## src/rtl/fwh_pkg.sv

```systemverilog
package fwh_pkg;

    localparam logic [3:0] START_WR  = 4'b1111;
    localparam logic [3:0] CODE_RDY  = 4'b0000;
    localparam logic [3:0] CODE_TURN = 4'b1111;

    typedef enum logic [3:0] {
        ST_IDLE,
        ST_DEVSEL,
        ST_ADDR,
        ST_SIZE,
        ST_DLO,
        ST_DHI,
        ST_TA1_DRV,
        ST_TA1_REL,
        ST_SYNC,
        ST_TA2_DRV,
        ST_TA2_REL
    } fwh_state_e;

    typedef struct packed {
        logic cap_addr;
        logic cap_size;
        logic cap_dlo;
        logic cap_dhi;
    } fwh_cap_t;

endpackage

```

## src/rtl/fwh_cyc_fsm.sv

```systemverilog
module fwh_cyc_fsm
    import fwh_pkg::*;
#(
    parameter int ADDR_NIBS = 7
) (
    input  logic       clk,
    input  logic       rst_n,
    input  logic       frame_n,
    input  logic [3:0] ad_i,
    input  logic [3:0] strap_id,
    output fwh_state_e state,
    output fwh_cap_t   cap
);
    localparam int CNT_W = (ADDR_NIBS > 1) ? $clog2(ADDR_NIBS) : 1;
    localparam logic [CNT_W-1:0] CNT_LAST = CNT_W'(ADDR_NIBS - 1);

    typedef struct packed {
        fwh_state_e       st;
        logic [CNT_W-1:0] cnt;
    } fsm_regs_t;

    fsm_regs_t r_q, r_d;
    fwh_cap_t  cap_d;

    always_comb begin
        r_d   = r_q;
        cap_d = '0;
        if (!frame_n && r_q.st != ST_IDLE) begin
            r_d.st  = (ad_i == START_WR) ? ST_DEVSEL : ST_IDLE;
            r_d.cnt = '0;
        end else begin
            unique case (r_q.st)
                ST_IDLE: begin
                    if (!frame_n && ad_i == START_WR) r_d.st = ST_DEVSEL;
                end
                ST_DEVSEL: begin
                    r_d.cnt = '0;
                    r_d.st  = (ad_i == strap_id) ? ST_ADDR : ST_IDLE;
                end
                ST_ADDR: begin
                    cap_d.cap_addr = 1'b1;
                    if (r_q.cnt == CNT_LAST) begin
                        r_d.st  = ST_SIZE;
                        r_d.cnt = '0;
                    end else begin
                        r_d.cnt = r_q.cnt + 1'b1;
                    end
                end
                ST_SIZE: begin
                    cap_d.cap_size = 1'b1;
                    r_d.st         = ST_DLO;
                end
                ST_DLO: begin
                    cap_d.cap_dlo = 1'b1;
                    r_d.st        = ST_DHI;
                end
                ST_DHI: begin
                    cap_d.cap_dhi = 1'b1;
                    r_d.st        = ST_TA1_DRV;
                end
                ST_TA1_DRV: r_d.st = ST_TA1_REL;
                ST_TA1_REL: r_d.st = ST_SYNC;
                ST_SYNC:    r_d.st = ST_TA2_DRV;
                ST_TA2_DRV: r_d.st = ST_TA2_REL;
                ST_TA2_REL: r_d.st = ST_IDLE;
                default:    r_d.st = ST_IDLE;
            endcase
        end
    end

    always_ff @(posedge clk or negedge rst_n) begin
        if (!rst_n) begin
            r_q.st  <= ST_IDLE;
            r_q.cnt <= '0;
        end else begin
            r_q <= r_d;
        end
    end

    assign state = r_q.st;
    assign cap   = cap_d;

    AST_ABORT_IDLE: assert property (@(posedge clk) disable iff (!rst_n)
        (r_q.st != ST_IDLE && !frame_n && ad_i != START_WR) |=> r_q.st == ST_IDLE);
    AST_ABORT_RESTART: assert property (@(posedge clk) disable iff (!rst_n)
        (r_q.st != ST_IDLE && !frame_n && ad_i == START_WR) |=> r_q.st == ST_DEVSEL);
    AST_EPI_ORDER: assert property (@(posedge clk) disable iff (!rst_n)
        (r_q.st == ST_TA1_DRV && frame_n) |=> r_q.st == ST_TA1_REL);
    AST_EPI_END: assert property (@(posedge clk) disable iff (!rst_n)
        (r_q.st == ST_TA2_REL && frame_n) |=> r_q.st == ST_IDLE);
    AST_ONE_CAPTURE: assert property (@(posedge clk) disable iff (!rst_n)
        $countones(cap_d) <= 1);
endmodule

```

## src/rtl/fwh_collect.sv

```systemverilog
module fwh_collect
    import fwh_pkg::*;
#(
    parameter int          ADDR_W     = 28,
    parameter int          DATA_W     = 8,
    parameter logic [27:0] ADDR_LIMIT = 28'h8000000
) (
    input  logic              clk,
    input  logic              rst_n,
    input  logic [3:0]        ad_i,
    input  fwh_cap_t          cap,
    output logic [ADDR_W-1:0] addr,
    output logic [DATA_W-1:0] data,
    output logic              bad
);
    localparam int HALF_W = DATA_W / 2;

    typedef struct packed {
        logic [ADDR_W-1:0] addr;
        logic [3:0]        size;
        logic [DATA_W-1:0] data;
    } col_regs_t;

    col_regs_t c_q, c_d;

    always_comb begin
        c_d = c_q;
        if (cap.cap_addr) c_d.addr = {c_q.addr[ADDR_W-5:0], ad_i};
        if (cap.cap_size) c_d.size = ad_i;
        if (cap.cap_dlo)  c_d.data[HALF_W-1:0] = ad_i[HALF_W-1:0];
        if (cap.cap_dhi)  c_d.data[DATA_W-1:HALF_W] = ad_i[HALF_W-1:0];
    end

    always_ff @(posedge clk or negedge rst_n) begin
        if (!rst_n) begin
            c_q <= '0;
        end else begin
            c_q <= c_d;
        end
    end

    assign addr = c_q.addr;
    assign data = c_q.data;
    assign bad  = (c_q.size != 4'd0) || (c_q.addr >= ADDR_W'(ADDR_LIMIT));

    AST_ADDR_HOLD: assert property (@(posedge clk) disable iff (!rst_n)
        (cap.cap_size || cap.cap_dlo || cap.cap_dhi) |=> $stable(c_q.addr));
endmodule

```

## src/rtl/fwh_commit.sv

```systemverilog
module fwh_commit (
    input  logic clk,
    input  logic rst_n,
    input  logic fire,
    input  logic bad,
    output logic we,
    output logic err
);
    typedef struct packed {
        logic we;
        logic err;
    } cmt_regs_t;

    cmt_regs_t m_q, m_d;

    always_comb begin
        m_d    = m_q;
        m_d.we = fire && !bad;
        if (fire && bad) m_d.err = 1'b1;
    end

    always_ff @(posedge clk or negedge rst_n) begin
        if (!rst_n) begin
            m_q <= '0;
        end else begin
            m_q <= m_d;
        end
    end

    assign we  = m_q.we;
    assign err = m_q.err;

    AST_ERR_STICKY: assert property (@(posedge clk) disable iff (!rst_n)
        m_q.err |=> m_q.err);
    AST_WE_PULSE: assert property (@(posedge clk) disable iff (!rst_n)
        m_q.we |=> !m_q.we);
endmodule

```

## src/rtl/fwh_wr_target.sv

```systemverilog
module fwh_wr_target
    import fwh_pkg::*;
#(
    parameter int          ADDR_W     = 28,
    parameter int          DATA_W     = 8,
    parameter logic [27:0] ADDR_LIMIT = 28'h8000000
) (
    input  logic              clk,
    input  logic              rst_n,
    input  logic              frame_n,
    input  logic [3:0]        ad_i,
    output logic [3:0]        ad_o,
    output logic              ad_oe,
    input  logic [3:0]        strap_id,
    output logic              mem_we,
    output logic [ADDR_W-1:0] mem_addr,
    output logic [DATA_W-1:0] mem_data,
    output logic              err_flag
);
    localparam int ADDR_NIBS = ADDR_W / 4;

    fwh_state_e state;
    fwh_cap_t   cap;
    logic       bad;

    fwh_cyc_fsm #(.ADDR_NIBS(ADDR_NIBS)) u_fsm (
        .clk      (clk),
        .rst_n    (rst_n),
        .frame_n  (frame_n),
        .ad_i     (ad_i),
        .strap_id (strap_id),
        .state    (state),
        .cap      (cap)
    );

    fwh_collect #(.ADDR_W(ADDR_W), .DATA_W(DATA_W), .ADDR_LIMIT(ADDR_LIMIT)) u_col (
        .clk   (clk),
        .rst_n (rst_n),
        .ad_i  (ad_i),
        .cap   (cap),
        .addr  (mem_addr),
        .data  (mem_data),
        .bad   (bad)
    );

    fwh_commit u_cmt (
        .clk   (clk),
        .rst_n (rst_n),
        .fire  (cap.cap_dhi),
        .bad   (bad),
        .we    (mem_we),
        .err   (err_flag)
    );

    always_comb begin
        ad_oe = 1'b0;
        ad_o  = CODE_TURN;
        unique case (state)
            ST_TA1_DRV, ST_TA2_DRV: ad_oe = 1'b1;
            ST_SYNC: begin
                ad_oe = 1'b1;
                ad_o  = CODE_RDY;
            end
            default: ad_oe = 1'b0;
        endcase
    end

    AST_WE_IN_TURN: assert property (@(posedge clk) disable iff (!rst_n)
        mem_we |-> (ad_oe && ad_o == CODE_TURN));
    AST_ERR_NO_WRITE: assert property (@(posedge clk) disable iff (!rst_n)
        $rose(err_flag) |-> !mem_we);
    AST_BUS_CODES: assert property (@(posedge clk) disable iff (!rst_n)
        ad_oe |-> (ad_o == CODE_TURN || ad_o == CODE_RDY));
    AST_SYNC_AFTER_REL: assert property (@(posedge clk) disable iff (!rst_n)
        (ad_oe && ad_o == CODE_RDY) |-> !$past(ad_oe));
endmodule

```

## config.mk

```make
export PLATFORM = sky130hd
export DESIGN_NAME = fwh_wr_target
export DESIGN_NICKNAME = d
export VERILOG_FILES = /design/src/rtl/fwh_pkg.sv /design/src/rtl/fwh_cyc_fsm.sv /design/src/rtl/fwh_collect.sv /design/src/rtl/fwh_commit.sv /design/src/rtl/fwh_wr_target.sv
export SDC_FILE = /design/constraint.sdc
export NUM_CORES = 1
export LEC_CHECK = 0
export ABC_CLOCK_PERIOD_IN_PS = 3000
export BUFFER_PORTS_ARGS = -buffer_cell sky130_fd_sc_hd__buf_2
export CORE_UTILIZATION = 31
export CTS_CLUSTER_DIAMETER = 80
export DETAILED_ROUTE_END_ITERATION = 8
export PLACE_DENSITY = 0.48
export SLEW_MARGIN = 10
export SYNTH_ARGS = -nofsm -noshare
export SYNTH_HDL_FRONTEND = slang
export SYNTH_SLANG_ARGS = --single-unit
export TNS_END_PERCENT = 50
```

## constraint.sdc

```tcl
create_clock -name clk -period 3 [get_ports clk]
set_input_delay 0.3 -clock clk [delete_from_list [all_inputs] [get_ports clk]]
set_output_delay 0.3 -clock clk [all_outputs]
set_load 0.05 [all_outputs]
```

# Word level (Yosys, flattened, before mapping)
# Cells that the tools add are included.
# totals
wordCells,52
regBits,49
# op_classes
n_eq_ne,14
reduce_logical,13
n_lt_le_gt_ge,1
n_addsub,1
n_mux,15
# op_table
op,n
case mux 4 bit (10 select lines),1
>= comparator 28 bit (second input constant),1
== test 4 x 3 -> 1 bit (second input constant),4
two-way mux 4 bit,4
== test 4 bit (second input constant),3
== test 4 x 2 -> 1 bit (second input constant),2
nonzero test 4 bit,2
two-way mux 7 bit,1
two-way mux 1 bit,6
inequality test 3 x 1 -> 1 bit (second input constant),2
case mux 3 bit (2 select lines),1
== test 4 x 1 -> 1 bit (second input constant),1
== test 4 bit,1
logical AND 1 bit,4
logical NOT 4 bit,1
adder 3 x 1 -> 3 bit (second input constant),1
== test 3 bit (second input constant),1
two-way mux 3 bit,1
nonzero test 3 bit,1
OR reduction 3 bit,1
logical NOT 1 bit,2
two-way mux 2 bit,1
AND reduction 2 bit,1
logical OR 1 bit,1

# Depth between registers and ports, before layout
# Gate-level depths: netlist of the first run.
# logic_depth
word_depth,5
ltp_mapped,7
depth_no_buf,4

# Hierarchy
# Synthesis of the first run repeated with hierarchy kept, for this count alone.
# hier_totals
hier_cells,197
area_unflattened_um2,2544.9
# modules_own_cells
module,area_each_um2,seq_area_each_um2,cells_each,n_inst
fwh_collect,1860.5,1001.0,122,1
fwh_cyc_fsm,569.3,175.2,64,1
fwh_commit,63.8,50.0,4,1
fwh_wr_target,51.3,0.0,7,1

# Worst setup path after synthesis of the first run
# Ideal clock, no wire load.
# synth_timing
path_kind,register to output
from,register u_fsm.r_q (netlist bit u_fsm.state[1])
to,output ad_o[1]
path_slack_ns,1.183
path_buffers,2
arrival_ns,1.517
path_stages_with_launch,5
required_ns,2.700
cell_sequence,dfrtp_1 -> buf_4 -> nor2_1 -> nand3b_1 -> buf_4
# synth_between
elab_chain_cells,2
# synth_lines
element,line,rtl
from (decl),fwh_cyc_fsm.sv:22,"fsm_regs_t r_q, r_d;"
from (signal assigned),fwh_cyc_fsm.sv:76,r_q <= r_d;
== test 4 bit,fwh_wr_target.sv:58,unique case (state)
two-way mux 4 bit,fwh_wr_target.sv:58,
to (decl),fwh_wr_target.sv:12,"output logic [3:0] ad_o,"
# Every way passes these cells.

# Worst setup path after layout of the first run
# layout_timing
from,register u_fsm.r_q (netlist bit u_fsm.state[3])
to,register u_col.c_q (netlist bit u_col.addr[3])
# layout_between
elab_chain_cells,3
# layout_lines
element,line,rtl
== test 4 x 2 -> 1 bit or nonzero test 4 bit (tied branches),"fwh_cyc_fsm.sv:32, fwh_cyc_fsm.sv:28",
two-way mux 1 bit or logical AND 1 bit (tied branches),"fwh_cyc_fsm.sv:32, fwh_cyc_fsm.sv:28",
two-way mux 4 bit (*),fwh_cyc_fsm.sv:28,if (!frame_n && r_q.st != ST_IDLE) begin
to (signal assigned),fwh_collect.sv:36,c_q <= '0;
to (signal assigned),fwh_collect.sv:38,c_q <= c_d;
to (decl),fwh_collect.sv:24,"col_regs_t c_q, c_d;"
# Every way passes the cells marked *; elsewhere a longest branch is shown, timed or not.
# A chain may end at the register's enable or synchronous reset.

==> results.rst, run 1 <==
.. list-table::
   :header-rows: 1

   * - Metric
     - Value
   * - Run status
     - complete, no violations
   * - Startpoint class of the critical path
     - flop
   * - Clock tree from TritonCTS
     - built
   * - Max incr delay on CP
     - 0.54 ns
   * - Detail-routed net length per standard cell
     - 12.6 um
   * - Grt ovf
     - 0
   * - Average cell area after synthesis
     - 9.67 sq um
   * - Cells on worst reg2reg path
     - 5
   * - Cell area after synthesis
     - 0.00242 sq mm
   * - Sw Share
     - 28.4%
   * - Net count of the mapped netlist
     - 261
   * - WP data required
     - 3.20 ns
   * - Drt initial violations
     - 83
   * - Post-cts sizing count
     - 0
   * - Most numerous cell on the critical path
     - sky130_fd_sc_hd__nand2_1
   * - Number of diodes
     - 0
   * - Worst-Skew Late Latency
     - 0.31 ns
   * - Maximum root-to-sink buffer count
     - 2
   * - Setup fix buffers added after clock tree synthesis
     - 0
   * - Count of cell types in the netlist
     - 39
   * - Number of nets in the layout
     - 274
   * - Share of the yosys chip area belonging to registers
     - 50.7%
   * - Total setup violations reported at the end of the flow
     - 0
   * - Number of rows created at floorplan
     - 31
   * - Via-to-Cell Ratio
     - 4.38
   * - Final-report hold violation count
     - 0
   * - Post-synthesis instance total
     - 250
   * - Maximum capacitance violations
     - 0
   * - Worst hold path class
     - primary input to async pin
   * - Global routing usage summed across all routing layers
     - 12.1%
   * - Num Clock Sinks
     - 49
   * - H-tree depth
     - 2
   * - Biggest fanout along the worst timing path
     - 18
   * - Count of final max-slew check failures
     - 0
   * - Maximum resistive drop on vdd
     - 264 uV
   * - Wire length of the first global-routing pass
     - 7.89 mm
   * - TritonRoute pass-1 iters
     - 4
   * - Worst path cell trace
     - nor2_4 -> nand4_1 -> buf_4 -> nand2_1 -> nand2_1
   * - Root buffer selected by CTS
     - sky130_fd_sc_hd__clkbuf_8
   * - Filler cell count in the final layout
     - 779
   * - Hold slack
     - 0.0309 ns
   * - Post-layout utilization of the core
     - 34.8%
   * - CTS hold repair buffers
     - 0
   * - Net load switching power
     - 0.391 mW
   * - Internal power
     - 0.988 mW
   * - Die W
     - 90.3 um
   * - Slew margin rel.
     - 53.5%
   * - Number of global-route vias before repair
     - 1557
   * - Fin worst setup slack
     - 1.13 ns
   * - Critical path capture point type
     - flop
   * - Number of buffers created by CTS
     - 5
   * - Share of post-route cells with drive strength above 1
     - 31.1%
   * - Transition time at the pin with the least slew margin
     - 0.697 ns
   * - Synthesis-to-finish area growth
     - 6.63%
   * - Sum of negative setup slack
     - 0 ns
   * - Antenna violations before repair
     - 0
   * - Leak
     - 1.44 nW
   * - Reg-to-reg critical path endpoint
     - u_col.addr[3]
   * - Period utilization
     - 62.3%
   * - Commonest cells after routing, fill and taps aside
     - sky130_fd_sc_hd__nand2_1 (87), sky130_fd_sc_hd__buf_2 (53), sky130_fd_sc_hd__dfrtp_1 (49)
   * - Clock-pin transition on the worst setup and hold timing paths
     - 0.10 ns
   * - Height of the die
     - 90.3 um
   * - Post-route DRC
     - 0
   * - Quantity of I/O buffers inserted on ports
     - 53
   * - Cell Pwr Density
     - 535 mW/mm^2
   * - Maximum clock skew at final layout
     - 0.0108 ns
   * - Power share of the combinational group
     - 13.2%
   * - Detailed placement HPWL
     - 3.16 mm
   * - Post-route total power
     - 1.38 mW
   * - Final Wtd Congestion
     - 0.751
   * - Proportion of power drawn by the clock network
     - 35.1%
   * - Ports placed on the boundary
     - 54
   * - Maximum number of pins on one net before global-route repair
     - 31
   * - Starting utilization of the core area
     - 32.6%
   * - Pre-CTS setup slack
     - 1.14 ns
   * - Post-synthesis register bit count
     - 49
   * - R2R Setup Slk
     - 1.13 ns
   * - Min cycle time layout
     - 1.87 ns
   * - Warnings, synthesis
     - 0
   * - Share of power burned in registers
     - 51.7%
   * - Routed vias
     - 1591
   * - Cell with the biggest individual delay on the critical path
     - sky130_fd_sc_hd__dfrtp_1
   * - Max Freq
     - 535 MHz
   * - Most common library cell in the layout ignoring fill and taps
     - sky130_fd_sc_hd__nand2_1
   * - Beginning of the worst register-to-register path
     - u_fsm.state[3]
   * - Core ar.
     - 0.00741 sq mm
   * - RSZ-0062 raised after global routing
     - no
   * - Total die area
     - 0.00815 sq mm
   * - Total length of routed wires
     - 4.57 mm
   * - Antenna viol nets, final
     - 0
   * - Category of the critical setup timing path
     - flop to flop
   * - Worst Path Arrival
     - 2.07 ns
layout make-up:
| class | instances | area (sq um) | share of cell area [%] |
|---|---|---|---|
| inverter | 2 | 7.51 | 0.291 |
| sequential | 49 | 1230 | 47.6 |
| clock inverter | 3 | 43.8 | 1.70 |
| multi-input combinational | 148 | 812 | 31.5 |
| timing repair buffer | 57 | 295 | 11.5 |
| clock buffer | 5 | 68.8 | 2.67 |
| tap | 99 | 124 | 4.81 |
power by group through the flow:
stage / sequential [mW] / clock [mW] / combinational [mW]
after detailed placement: 0.726 / 0 / 0.185
after CTS: 0.713 / 0.502 / 0.185
after global placement: 0.727 / 0 / 0.186
after global routing: 0.718 / 0.530 / 0.197
final: 0.713 / 0.484 / 0.182
after floorplan: 0.710 / 0 / 0.172
worst max-delay path: cells and delay by family (launching register included):
kind / cells / cell delay [ns]
buf+inv: 1 / 0.42
flops: 1 / 0.54
simple gates: 4 / 0.80
state kept, by name, summed over array words and instances, names as in the netlist:
register	count
u_col.addr	28
u_col.data	8
u_col.c_q	4
u_fsm.state	4
u_fsm.r_q	3
u_cmt.err	1
u_cmt.we	1
per-stage QoR:
step,instance area [sq um],instances
global placement,2460,355
CTS,2580,363
global route,2580,363
finish,2580,363
floorplan,2420,250
detailed placement,2460,355
worst max-delay path by stage:
stage,slack [ns],end,start
2_1_floorplan,1.18,ad_o[1],u_fsm.state[1]
3_3_place_gp,1.19,u_col.addr[3],u_fsm.state[3]
3_5_place_dp,1.14,u_col.addr[1],u_fsm.state[3]
4_1_cts,1.13,u_fsm.state[0],u_fsm.state[3]
5_1_grt,0.97,u_fsm.state[0],u_fsm.state[3]
6_report,1.13,u_col.addr[3],u_fsm.state[3]
Yosys cell counts (all sizes together):
| cell type | instances | area share (%) |
|---|---|---|
| a211o | 1 | 0.36 |
| a21o | 2 | 0.62 |
| a21oi | 4 | 0.83 |
| a22o | 2 | 0.72 |
| a31oi | 1 | 0.26 |
| a32o | 1 | 0.41 |
| a32oi | 1 | 0.36 |
| and4 | 1 | 0.36 |
| buf | 50 | 15 |
| clkbuf | 1 | 0.16 |
| dfrtp | 49 | 51 |
| inv | 2 | 0.31 |
| mux2 | 12 | 5.6 |
| mux2i | 1 | 0.41 |
| nand2 | 88 | 14 |
| nand2b | 2 | 0.52 |
| nand3 | 1 | 0.21 |
| nand3b | 1 | 0.31 |
| nand4 | 4 | 1.0 |
| nor2 | 7 | 1.5 |
| nor2b | 3 | 1.1 |
| nor3 | 4 | 1.3 |
| nor4 | 1 | 0.26 |
| o21ai | 1 | 0.21 |
| o21bai | 1 | 0.31 |
| o2bb2ai | 1 | 0.36 |
| o32ai | 1 | 0.36 |
| or2 | 1 | 0.26 |
| xnor2 | 2 | 0.72 |
| xor2 | 4 | 1.4 |
layer usage:
layer / global-route usage (%) / vias to the layer above / wire length (um)
met2: 18.5 / 25 / 2150
li1: - / 789 / -
met4: 3.63 / 0 / 29
met1: 17.0 / 775 / 2270
met3: 2.69 / 2 / 113
met5: 0 / - / 0
logic make-up after synthesis:
logic type | synth area share [%]
DFF | 50.7
muxes | 6.00
xor gates and xnor gates | 2.17
AOI/OAI and AO/OA | 4.81
buffers and inverters | 15.7
and+or+nand+nor | 20.6
Note: power is estimated with default switching activity, not from simulation.
==> run 2, diff against run 1 <==
ABC_AREA = 1   (was unset)
ABC_CLOCK_PERIOD_IN_PS = 1700   (was 3000)
PLACE_DENSITY = 0.49   (was 0.48)
clock period = 1.7 ns   (was 3 ns; I/O delays follow)
==> run 2 against run 1 <==
Effect of this change: count of clock-buffer cells in the layout grew 2; largest power group is now combinational cells; first-iteration DRC count decreased by 8.4%; synthesized area increased by 1.8%; combinational power rose to 14 times the previous value; cell count increased by 13%; flip-flop and latch count unchanged; worst setup slack worse by 1.0 ns; via count up 10%; non-clock buffer count is 1 lower.
==> results.rst, run 2 <==
.. list-table::
   :header-rows: 1

   * - Metric
     - Value
   * - Levels on crit path
     - 4
   * - Filler cell count in the final layout
     - 843
   * - Period utilization
     - 94.6%
   * - Global routing usage summed across all routing layers
     - 12.3%
   * - Root buffer selected by CTS
     - sky130_fd_sc_hd__clkbuf_8
   * - Number of buffers created by CTS
     - 5
   * - Worst Path Arrival
     - 1.44 ns
   * - Net load switching power
     - 2.67 mW
   * - Cells taking the most area after synthesis
     - sky130_fd_sc_hd__dfrtp_1 (50%), sky130_fd_sc_hd__nand2_1 (15%), sky130_fd_sc_hd__buf_4 (13%)
   * - Cell with the biggest individual delay on the critical path
     - sky130_fd_sc_hd__dfrtp_1
   * - Maximum clock skew at final layout
     - 0.00314 ns
   * - Number of cells on the worst hold path
     - 3
   * - Die W
     - 91.1 um
   * - Cell area after synthesis
     - 0.00246 sq mm
   * - Leak
     - 1.49 nW
   * - Min cycle time layout
     - 1.61 ns
   * - Multi-input combinational cell area
     - 785 sq um
   * - Number of global-route vias before repair
     - 1654
   * - Antenna viol nets, final
     - 0
   * - Number of diodes
     - 0
   * - Share of power burned in registers
     - 35.4%
   * - Share of synthesized registers carrying an async set or reset
     - 100%
   * - Height of the die
     - 91.1 um
   * - Final-report hold violation count
     - 0
   * - Most frequently used flop master after synthesis
     - sky130_fd_sc_hd__dfrtp_1
   * - Commonest cells post-synth
     - sky130_fd_sc_hd__nand2_1 (97), sky130_fd_sc_hd__dfrtp_1 (49), sky130_fd_sc_hd__buf_4 (41)
   * - Count of final max-slew check failures
     - 0
   * - Maximum capacitance violations
     - 0
   * - Post-synthesis instance total
     - 289
   * - Most common library cell in the layout ignoring fill and taps
     - sky130_fd_sc_hd__nand2_1
   * - Slew margin rel.
     - 75.1%
   * - Grt ovf
     - 0
   * - Hold slack
     - 0.241 ns
   * - Synthesis-to-finish area growth
     - 8.44%
   * - Maximum root-to-sink buffer count
     - 2
   * - Wire length of the first global-routing pass
     - 8.05 mm
   * - Maximum resistive drop on vdd
     - 759 uV
   * - Ports placed on the boundary
     - 54
   * - RSZ-0062 raised after global routing
     - no
   * - Core ar.
     - 0.00769 sq mm
   * - R2R Setup Slk
     - 0.25 ns
   * - Clock tree from TritonCTS
     - built
   * - Number of enable flip-flop cells after synthesis
     - 0
   * - Top cell type's share of synthesized area
     - 49.8%
   * - Quantity of I/O buffers inserted on ports
     - 53
   * - Cell Pwr Density
     - 1990 mW/mm^2
   * - Maximum number of pins on one net before global-route repair
     - 50
   * - Category of the critical setup timing path
     - flop to output port
   * - Starting utilization of the core area
     - 32.0%
   * - Power share of the combinational group
     - 48.3%
   * - Cells on worst reg2reg path
     - 5
   * - Largest delay contributor family on the critical path
     - flip-flops
   * - Number of nets in the layout
     - 319
   * - Sum of negative setup slack
     - 0 ns
   * - Warnings, synthesis
     - 0
   * - Storage element area
     - 0.00123 sq mm
   * - Biggest fanout along the worst timing path
     - 5
   * - Total setup violations reported at the end of the flow
     - 0
   * - Pre-CTS setup slack
     - 0.249 ns
   * - Number of flip-flops in the largest register
     - 28
   * - TritonRoute pass-1 iters
     - 4
   * - Via-to-Cell Ratio
     - 4.28
   * - Transition time at the pin with the least slew margin
     - 0.373 ns
   * - Final Wtd Congestion
     - 0.826
   * - Share of post-route cells with drive strength above 1
     - 25.6%
   * - Num Clock Sinks
     - 49
   * - Post-route DRC
     - 0
   * - Clock-pin transition on the worst setup and hold timing paths
     - 0.09 ns
   * - Average cell area after synthesis
     - 8.51 sq um
   * - Post-synthesis register bit count
     - 49
   * - WP data required
     - 1.53 ns
   * - Detail-routed net length per standard cell
     - 11.7 um
   * - Worst path cell trace
     - inv_1 -> nand2_1 -> o21ai_1 -> clkbuf_4
   * - Post-synth top area cell
     - sky130_fd_sc_hd__dfrtp_1
   * - Net count of the mapped netlist
     - 300
   * - Sw Share
     - 50.4%
   * - Setup fix buffers added after clock tree synthesis
     - 0
   * - Antenna violations before repair
     - 0
   * - Max Freq
     - 622 MHz
   * - Share of the yosys chip area belonging to registers
     - 49.8%
   * - Proportion of power drawn by the clock network
     - 16.3%
   * - Worst-Skew Late Latency
     - 0.30 ns
   * - Startpoint class of the critical path
     - flop
   * - Count of cell types in the netlist
     - 23
   * - Total length of routed wires
     - 4.80 mm
   * - Total die area
     - 0.00830 sq mm
   * - Max incr delay on CP
     - 0.41 ns
   * - Fin worst setup slack
     - 0.0925 ns
   * - Worst hold path class
     - primary input to flop
   * - Commonest cells after routing, fill and taps aside
     - sky130_fd_sc_hd__nand2_1 (97), sky130_fd_sc_hd__buf_2 (52), sky130_fd_sc_hd__dfrtp_1 (49)
   * - Run status
     - complete, no violations
   * - Number of buffer and inverter stages on the critical path
     - 2
   * - Internal power
     - 2.63 mW
   * - Library cell with the highest instance count after synthesis
     - sky130_fd_sc_hd__nand2_1
   * - Drt initial violations
     - 76
   * - H-tree depth
     - 2
   * - Number of rows created at floorplan
     - 32
   * - Routed vias
     - 1758
   * - Critical path capture point type
     - output port
   * - Detailed placement HPWL
     - 3.33 mm
==> run 2: metrics by stage <==
stage	instances	instance area, sq um	util, %	total power, mW
floorplan	289	2460	-	4.40
CTS	411	2670	34.7	5.37
detailed placement	402	2540	33.0	4.49
global placement	402	2540	33.0	4.47
finish	411	2670	34.7	5.30
global route	411	2670	34.7	5.64
==> run 2: kinds of logic (layout without fill, tap and decap cells) <==
kind of cell	after synthesis	after routing	share of synthesized area [%]
xor+xnor	1	1	0.356
simple gates	133	133	23.1
compound gates	34	34	8.44
buf+inv	72	92	18.3
flops	49	49	49.8
==> run 2: power by group through the flow <==
stage                     Combinational [mW]  Clock, mW  Sequential [mW]
after floorplan                         2.55          0             1.85
after global placement                  2.57          0             1.90
after detailed placement                2.59          0             1.90
after CTS                               2.59      0.901             1.88
after global routing                    2.75      0.944             1.95
final                                   2.56      0.867             1.88
==> run 2: worst paths after layout <==
check,from,endpoint
worst max register to register,u_fsm.state[2],u_fsm.r_q[0]
max in group asynchronous,rst_n,u_fsm.state[2]
worst min register to register,u_cmt.err,u_cmt.err
worst max-delay path,u_fsm.state[3],ad_oe
min in group asynchronous,rst_n,u_col.addr[24]
worst min-delay path,ad_i[1],u_col.addr[1]
==> run 2: worst reg2reg max path: cells and delay by family, from the launching register on <==
family	cells	cell delay [ns]
AO/OA/AOI/OAI	1	0.18
flip-flops	1	0.43
AND/OR/NAND/NOR	4	0.76
==> run 2: area by class of cell <==
| type | instances | share of cell area (%) |
|---|---|---|
| tap | 102 | 4.78 |
| timing repair buffer | 56 | 11.4 |
| multi-input combinational | 168 | 29.4 |
| clock inverter | 1 | 1.13 |
| sequential | 49 | 46.0 |
| inverter | 28 | 4.03 |
| clock buffer | 7 | 3.24 |
==> run 2: metal layers <==
| layer | GRT usage (%) | vias up | share of wire, % |
|---|---|---|---|
| li1 | - | 897 | - |
| met5 | 0 | - | 0 |
| met1 | 16.3 | 806 | 49 |
| met3 | 2.93 | 4 | 5.0 |
| met4 | 3.57 | 0 | 0.63 |
| met2 | 19.9 | 51 | 46 |
==> run 2: repair_timing <==
item	in CTS	in global routing
setup endpoints to repair	0	1
hold buffers	1	0
gates resized for setup	0	1
endpoints found under the hold margin	49	0
